## src/rtl/pmul_pkg.sv

```systemverilog
package pmul_pkg;
  typedef enum logic [1:0] {
    OP_MUL_LO = 2'b00,
    OP_MUL_HI = 2'b01,
    OP_MADD   = 2'b10,
    OP_NONE   = 2'b11
  } pmul_op_e;
endpackage

```

## src/rtl/pmul_lane.sv

```systemverilog
module pmul_lane #(
  parameter int W = 16
) (
  input  logic           clk,
  input  logic           rst_n,
  input  logic           en,
  input  logic [W-1:0]   a,
  input  logic [W-1:0]   b,
  output logic [2*W-1:0] prod
);
  localparam int PW = 2 * W;

  logic signed [PW-1:0] a_ext, b_ext, full;

  assign a_ext = {{W{a[W-1]}}, a};
  assign b_ext = {{W{b[W-1]}}, b};
  assign full  = a_ext * b_ext;

  always_ff @(posedge clk or negedge rst_n) begin
    if (!rst_n)  prod <= '0;
    else if (en) prod <= full;
  end

  // a zero operand must leave a zero product in the lane register
  assert_zero_lane_R2: assert property (@(posedge clk) disable iff (!rst_n)
    en && (a == '0 || b == '0) |=> prod == '0);
endmodule

```

## src/rtl/pmul_combine.sv

```systemverilog
module pmul_combine
  import pmul_pkg::*;
#(
  parameter int LANES = 4,
  parameter int W     = 16
) (
  input  pmul_op_e               op,
  input  logic [LANES*2*W-1:0]   prod,
  output logic [LANES*W-1:0]     result
);
  localparam int PW    = 2 * W;
  localparam int PAIRS = LANES / 2;

  logic [LANES*W-1:0] lo_v, hi_v, madd_v;

  for (genvar k = 0; k < LANES; k++) begin : g_half
    assign lo_v[k*W +: W] = prod[k*PW +: W];
    assign hi_v[k*W +: W] = prod[k*PW + W +: W];
  end

  for (genvar j = 0; j < PAIRS; j++) begin : g_pair
    assign madd_v[j*PW +: PW] = prod[2*j*PW +: PW] + prod[(2*j+1)*PW +: PW];
  end

  always_comb begin
    unique case (op)
      OP_MUL_LO: result = lo_v;
      OP_MUL_HI: result = hi_v;
      OP_MADD:   result = madd_v;
      default:   result = '0;
    endcase
  end
endmodule

```

## src/rtl/pmul_unit.sv

```systemverilog
module pmul_unit
  import pmul_pkg::*;
#(
  parameter int LANE_W = 16,
  parameter int LANES  = 4,
  parameter int TAG_W  = 4
) (
  input  logic                    clk,
  input  logic                    rst_n,
  input  logic                    in_valid,
  output logic                    in_ready,
  input  logic [1:0]              in_op,
  input  logic [LANES*LANE_W-1:0] in_a,
  input  logic [LANES*LANE_W-1:0] in_b,
  input  logic [TAG_W-1:0]        in_tag,
  output logic                    out_valid,
  input  logic                    out_ready,
  output logic [1:0]              out_op,
  output logic [TAG_W-1:0]        out_tag,
  output logic [LANES*LANE_W-1:0] out_result
);
  localparam int DATA_W = LANES * LANE_W;
  localparam int PROD_W = 2 * LANE_W;

  logic                      adv1, adv2;
  logic                      s1_valid;
  pmul_op_e                  s1_op;
  logic [TAG_W-1:0]          s1_tag;
  logic [LANES*PROD_W-1:0]   s1_prod;
  logic [DATA_W-1:0]         fmt_result;

  assign adv2     = !out_valid || out_ready;
  assign adv1     = !s1_valid || adv2;
  assign in_ready = adv1;

  for (genvar k = 0; k < LANES; k++) begin : g_lane
    pmul_lane #(.W(LANE_W)) u_lane (
      .clk  (clk),
      .rst_n(rst_n),
      .en   (adv1),
      .a    (in_a[k*LANE_W +: LANE_W]),
      .b    (in_b[k*LANE_W +: LANE_W]),
      .prod (s1_prod[k*PROD_W +: PROD_W])
    );
  end

  always_ff @(posedge clk or negedge rst_n) begin
    if (!rst_n) begin
      s1_valid <= 1'b0;
      s1_op    <= OP_NONE;
      s1_tag   <= '0;
    end else if (adv1) begin
      s1_valid <= in_valid;
      s1_op    <= pmul_op_e'(in_op);
      s1_tag   <= in_tag;
    end
  end

  pmul_combine #(.LANES(LANES), .W(LANE_W)) u_combine (
    .op    (s1_op),
    .prod  (s1_prod),
    .result(fmt_result)
  );

  always_ff @(posedge clk or negedge rst_n) begin
    if (!rst_n) begin
      out_valid  <= 1'b0;
      out_op     <= 2'b11;
      out_tag    <= '0;
      out_result <= '0;
    end else if (adv2) begin
      out_valid  <= s1_valid;
      out_op     <= s1_op;
      out_tag    <= s1_tag;
      out_result <= fmt_result;
    end
  end

  assert_reset_R1: assert property (@(posedge clk)
    !rst_n |=> !out_valid);

  assert_latency_R7: assert property (@(posedge clk) disable iff (!rst_n)
    (in_valid && in_ready) ##1 out_ready |=> out_valid);

  assert_hold_R9: assert property (@(posedge clk) disable iff (!rst_n)
    out_valid && !out_ready |=> out_valid && $stable(out_result)
                                 && $stable(out_op) && $stable(out_tag));

  assert_lane_lo_R3: assert property (@(posedge clk) disable iff (!rst_n)
    $past(adv2) && out_valid && out_op == OP_MUL_LO
      |-> out_result[LANE_W-1:0] == $past(s1_prod[LANE_W-1:0]));

  assert_lane_hi_R4: assert property (@(posedge clk) disable iff (!rst_n)
    $past(adv2) && out_valid && out_op == OP_MUL_HI
      |-> out_result[LANE_W-1:0] == $past(s1_prod[PROD_W-1:LANE_W]));

  assert_madd_low_R5: assert property (@(posedge clk) disable iff (!rst_n)
    $past(adv2) && out_valid && out_op == OP_MADD
      |-> out_result[PROD_W-1:0] ==
          $past(s1_prod[PROD_W-1:0] + s1_prod[2*PROD_W-1:PROD_W]));

  assert_zero_op_R6: assert property (@(posedge clk) disable iff (!rst_n)
    out_valid && out_op == OP_NONE |-> out_result == '0);
endmodule

```

## config.mk

```make
export PLATFORM = sky130hd
export DESIGN_NAME = pmul_unit
export DESIGN_NICKNAME = d
export VERILOG_FILES = /design/src/rtl/pmul_pkg.sv /design/src/rtl/pmul_lane.sv /design/src/rtl/pmul_combine.sv /design/src/rtl/pmul_unit.sv
export SDC_FILE = /design/constraint.sdc
export NUM_CORES = 2
export LEC_CHECK = 0
export BUFFER_PORTS_ARGS = -buffer_cell sky130_fd_sc_hd__buf_4
export CAP_MARGIN = 20
export CORE_UTILIZATION = 50
export CTS_CLUSTER_SIZE = 14
export DETAILED_ROUTE_END_ITERATION = 8
export PLACE_DENSITY = 0.69
export SKIP_LAST_GASP = 1
export SYNTH_ARGS = -nofsm -noshare
export SYNTH_HDL_FRONTEND = slang
export SYNTH_HIERARCHICAL = 1
export SYNTH_SLANG_ARGS = --single-unit
```

## constraint.sdc

```tcl
create_clock -name clk -period 3.22 [get_ports clk]
set_clock_uncertainty 0.2 [all_clocks]
set_input_delay 0.322 -clock clk [delete_from_list [all_inputs] [get_ports clk]]
set_output_delay 0.322 -clock clk [all_outputs]
set_load 0.02 [all_outputs]
```

==> flow_metrics.py <==
metrics = {
    "timing": {
        "setup_ws_ns": -2.181,
        "relSlewSlack": 0.2814,
        "fmax_ghz": 0.1852,
        "slew_violations": 0,
        "period_needed_ns": 5.401,
        "fin_crit_sh": 1.677,
        "worst_pin_slew_ns": 1.076,
        "finalHoldViolations": 0,
        "rsz0062_at_grt": "true",
        "setup_viol": 134,
    },
    "outcome": {
        "violations": "negative setup slack",
        "outcome": "complete, but fails checks",
    },
    "synthesis": {
        "synth_area_mm2": 0.05264,
        "avgSynthCellArea_um2": 9.383,
        "synth_nets": 7188,
        "synth_top_area_cell": "fa_1",
        "synth_cell_types": 119,
        "synthCells": 5610,
        "async_reset_ff_frac": 1.000,
        "ys_ff_latch": 206,
        "yosys.area.top_type_share": 0.3993,
        "synth_ff_type": "dfrtp_1",
        "ys_top_cells_by_area": "fa_1, dfrtp_1, ha_1",
        "synth_edf_count": 0,
        "ys_seq_area_frac": 0.09802,
        "synth-warning-count": 6,
    },
    "place": {
        "portBuffers": 209,
        "dp_slack_ns": -2.838,
        "hpwl_um": 121300,
        "placed_cell_area_mm2": 0.06346,
        "gp_congestion": 0.9312,
    },
    "worst_setup_path": {
        "path_max_fanout": 7,
        "cp.arrival_ns": 5.69,
        "endpoint_kind": "register",
        "crit_type": "input port to register",
        "startpoint_type": "input port",
        "ff2ff_path_depth": 13,
        "critical_path_required_ns": 3.51,
    },
    "detailed_routing": {
        "wl_met2_um": 72070,
        "viasPerCell": 5.287,
        "vias": 42540,
        "drtAntennaViolNets": 0,
        "m1WireLength_um": 63930,
        "wire_per_inst_um": 18.32,
        "drt-total-wl_um": 147400,
        "drt_pass1_iterations": 6,
        "wl_met3_um": 7598,
        "top_layer": "met5",
        "route.detailed.drc": 0,
        "first_iter_violations": 2313,
    },
    "global_route": {
        "grt_overflow": 0,
        "grt_pass1_wl_um": 243600,
        "grtUsageTotal": 0.2830,
        "antenna_found_initial": 2,
        "grt_pass1_vias": 46770,
        "grt_max_degree": 75,
    },
    "floorplanning": {
        "initial_core_util": 0.5064,
        "rows": 118,
        "die_x_um": 326.5,
        "die-area_mm2": 0.1066,
        "die_h_um": 326.5,
        "core_region_area_mm2": 0.1039,
        "ios": 210,
    },
    "finish": {
        "design_area_mm2": 0.06886,
        "ff_latch_area_mm2": 0.005164,
        "syn_to_final_growth_pct": 30.82,
        "drive_gt1_frac": 0.3239,
        "diodes": 0,
        "most-common-layout-cells": "inv_1, fa_1, buf_4",
        "final.fill_count": 8028,
        "multi_input_area_mm2": 0.04594,
        "final_common_cell": "inv_1",
        "fin_nets": 8222,
    },
    "clock_network": {
        "cts_tree": "built",
        "clk_pin_slew_ns": 0.06,
        "cts_max_path_buffers": 3,
        "cts.sinks": 206,
        "h-tree-depth": 1,
        "numCtsBuffers": 28,
        "clk_latency_ns": 0.60,
        "root_buffer": "clkbuf_16",
    },
    "flow_run": {
        "maxCapViolCount": 0,
    },
    "min_path": {
        "hold_class": "input port to register",
        "hold_depth": 4,
    },
}
## path summary, 6_finish.rpt
kind / start / endpoint / slack [ns]
setup / recovery: in_b[52] / g_lane[3].u_lane/prod[24]$_DFFE_PN0P_ / -2.18
hold reg to reg: s1_valid$_DFFE_PN0P_ / out_valid$_DFFE_PN0P_ / 0.26
max in group asynchronous: rst_n / g_lane[0].u_lane/prod[4]$_DFFE_PN0P_ / 1.93
setup reg to reg: g_lane[0].u_lane/prod[0]$_DFFE_PN0P_ / out_result[28]$_DFFE_PN0P_ / -0.36
min in group asynchronous: rst_n / out_result[42]$_DFFE_PN0P_ / 0.08
hold / removal: in_a[0] / g_lane[0].u_lane/prod[0]$_DFFE_PN0P_ / 0.05
## cells in the mapped netlist, types with 77 or more instances
| master | count |
|---|---|
| a21oi_1 | 185 |
| xnor2_1 | 109 |
| mux2_2 | 77 |
| fa_1 | 1050 |
| nor2_1 | 157 |
| clkbuf_1 | 165 |
| o21ai_0 | 136 |
| dfrtp_1 | 202 |
| ha_1 | 390 |
| inv_1 | 1182 |
| and2_1 | 491 |
| nand2_1 | 655 |
## kinds of logic (layout without fill, tap and decap cells)
logic type / count (synthesis) / in the layout / share of synthesized area
multiplexers: 195 / 195 / 0.04557
AO/OA/AOI/OAI: 674 / 674 / 0.08913
XOR/XNOR: 160 / 160 / 0.02662
adder cells (fa/ha/maj): 1440 / 1440 / 0.4920
buffers and inverters: 1387 / 2442 / 0.1030
AND/OR/NAND/NOR: 1548 / 1548 / 0.1456
flip-flops: 206 / 206 / 0.09802
## worst max-delay path, stage by stage
cell and delay, ns:
buf_12 0.12, buf_8 0.12, buf_6 0.11, and2_4 0.15
fa_1 0.55, fa_1 0.44, fa_2 0.55, fa_1 0.43
fa_1 0.52, inv_2 0.04, fa_1 0.48, inv_2 0.05
ha_4 0.27, and3_4 0.22, nand2b_4 0.07, nor4b_4 0.28
nor3_2 0.10, a311oi_2 0.37, buf_4 0.19, xor2_1 0.06
mux2_2 0.25
## repair_timing
item	4_1_cts	5_1_grt
endpoints found under the hold margin	121	0
resized for setup	613	199
setup buffers	96	39
pin swaps	354	229
gates cloned	8	1
endpoints found under the setup margin	126	140
hold buffers	8	0
## sequential cells by signal, summed over array words and instances, names as in the netlist
name / flops
out_result: 64
s1_op: 2
g_lane.u_lane/prod: 128
out_tag: 4
out_op: 2
out_valid: 1
s1_tag: 4
s1_valid: 1
## layer usage
metal	vias up	GRT usage
li1	19430	-
met2	1096	0.4774
met3	233	0.02775
met5	-	0
met1	21770	0.3936
met4	4	0.06664
## area by class of cell
cell class / count / area share
multi-input combinational: 4017 / 0.6672
timing repair buffer: 1204 / 0.1543
sequential: 206 / 0.07499
inverter: 1187 / 0.06478
tap: 1380 / 0.02507
clock buffer: 32 / 0.01068
clock inverter: 19 / 0.002980
## stage by stage
stage	utilization	hold slack, ns	cells	TNS, ns
global placement	0.6106	0.1310	7867	-245.63
CTS	0.6521	0.01661	8014	-172.42
global route	0.6625	0.06322	8045	-199.14
floorplan	-	-0.1736	5610	-188.67
finish	0.6625	0.04757	8045	-181.29
detailed placement	0.6106	0.1246	7867	-250.75
Power is not shown: default switching activity piles up to over one toggle a cycle in this logic, so the estimate is an artifact.
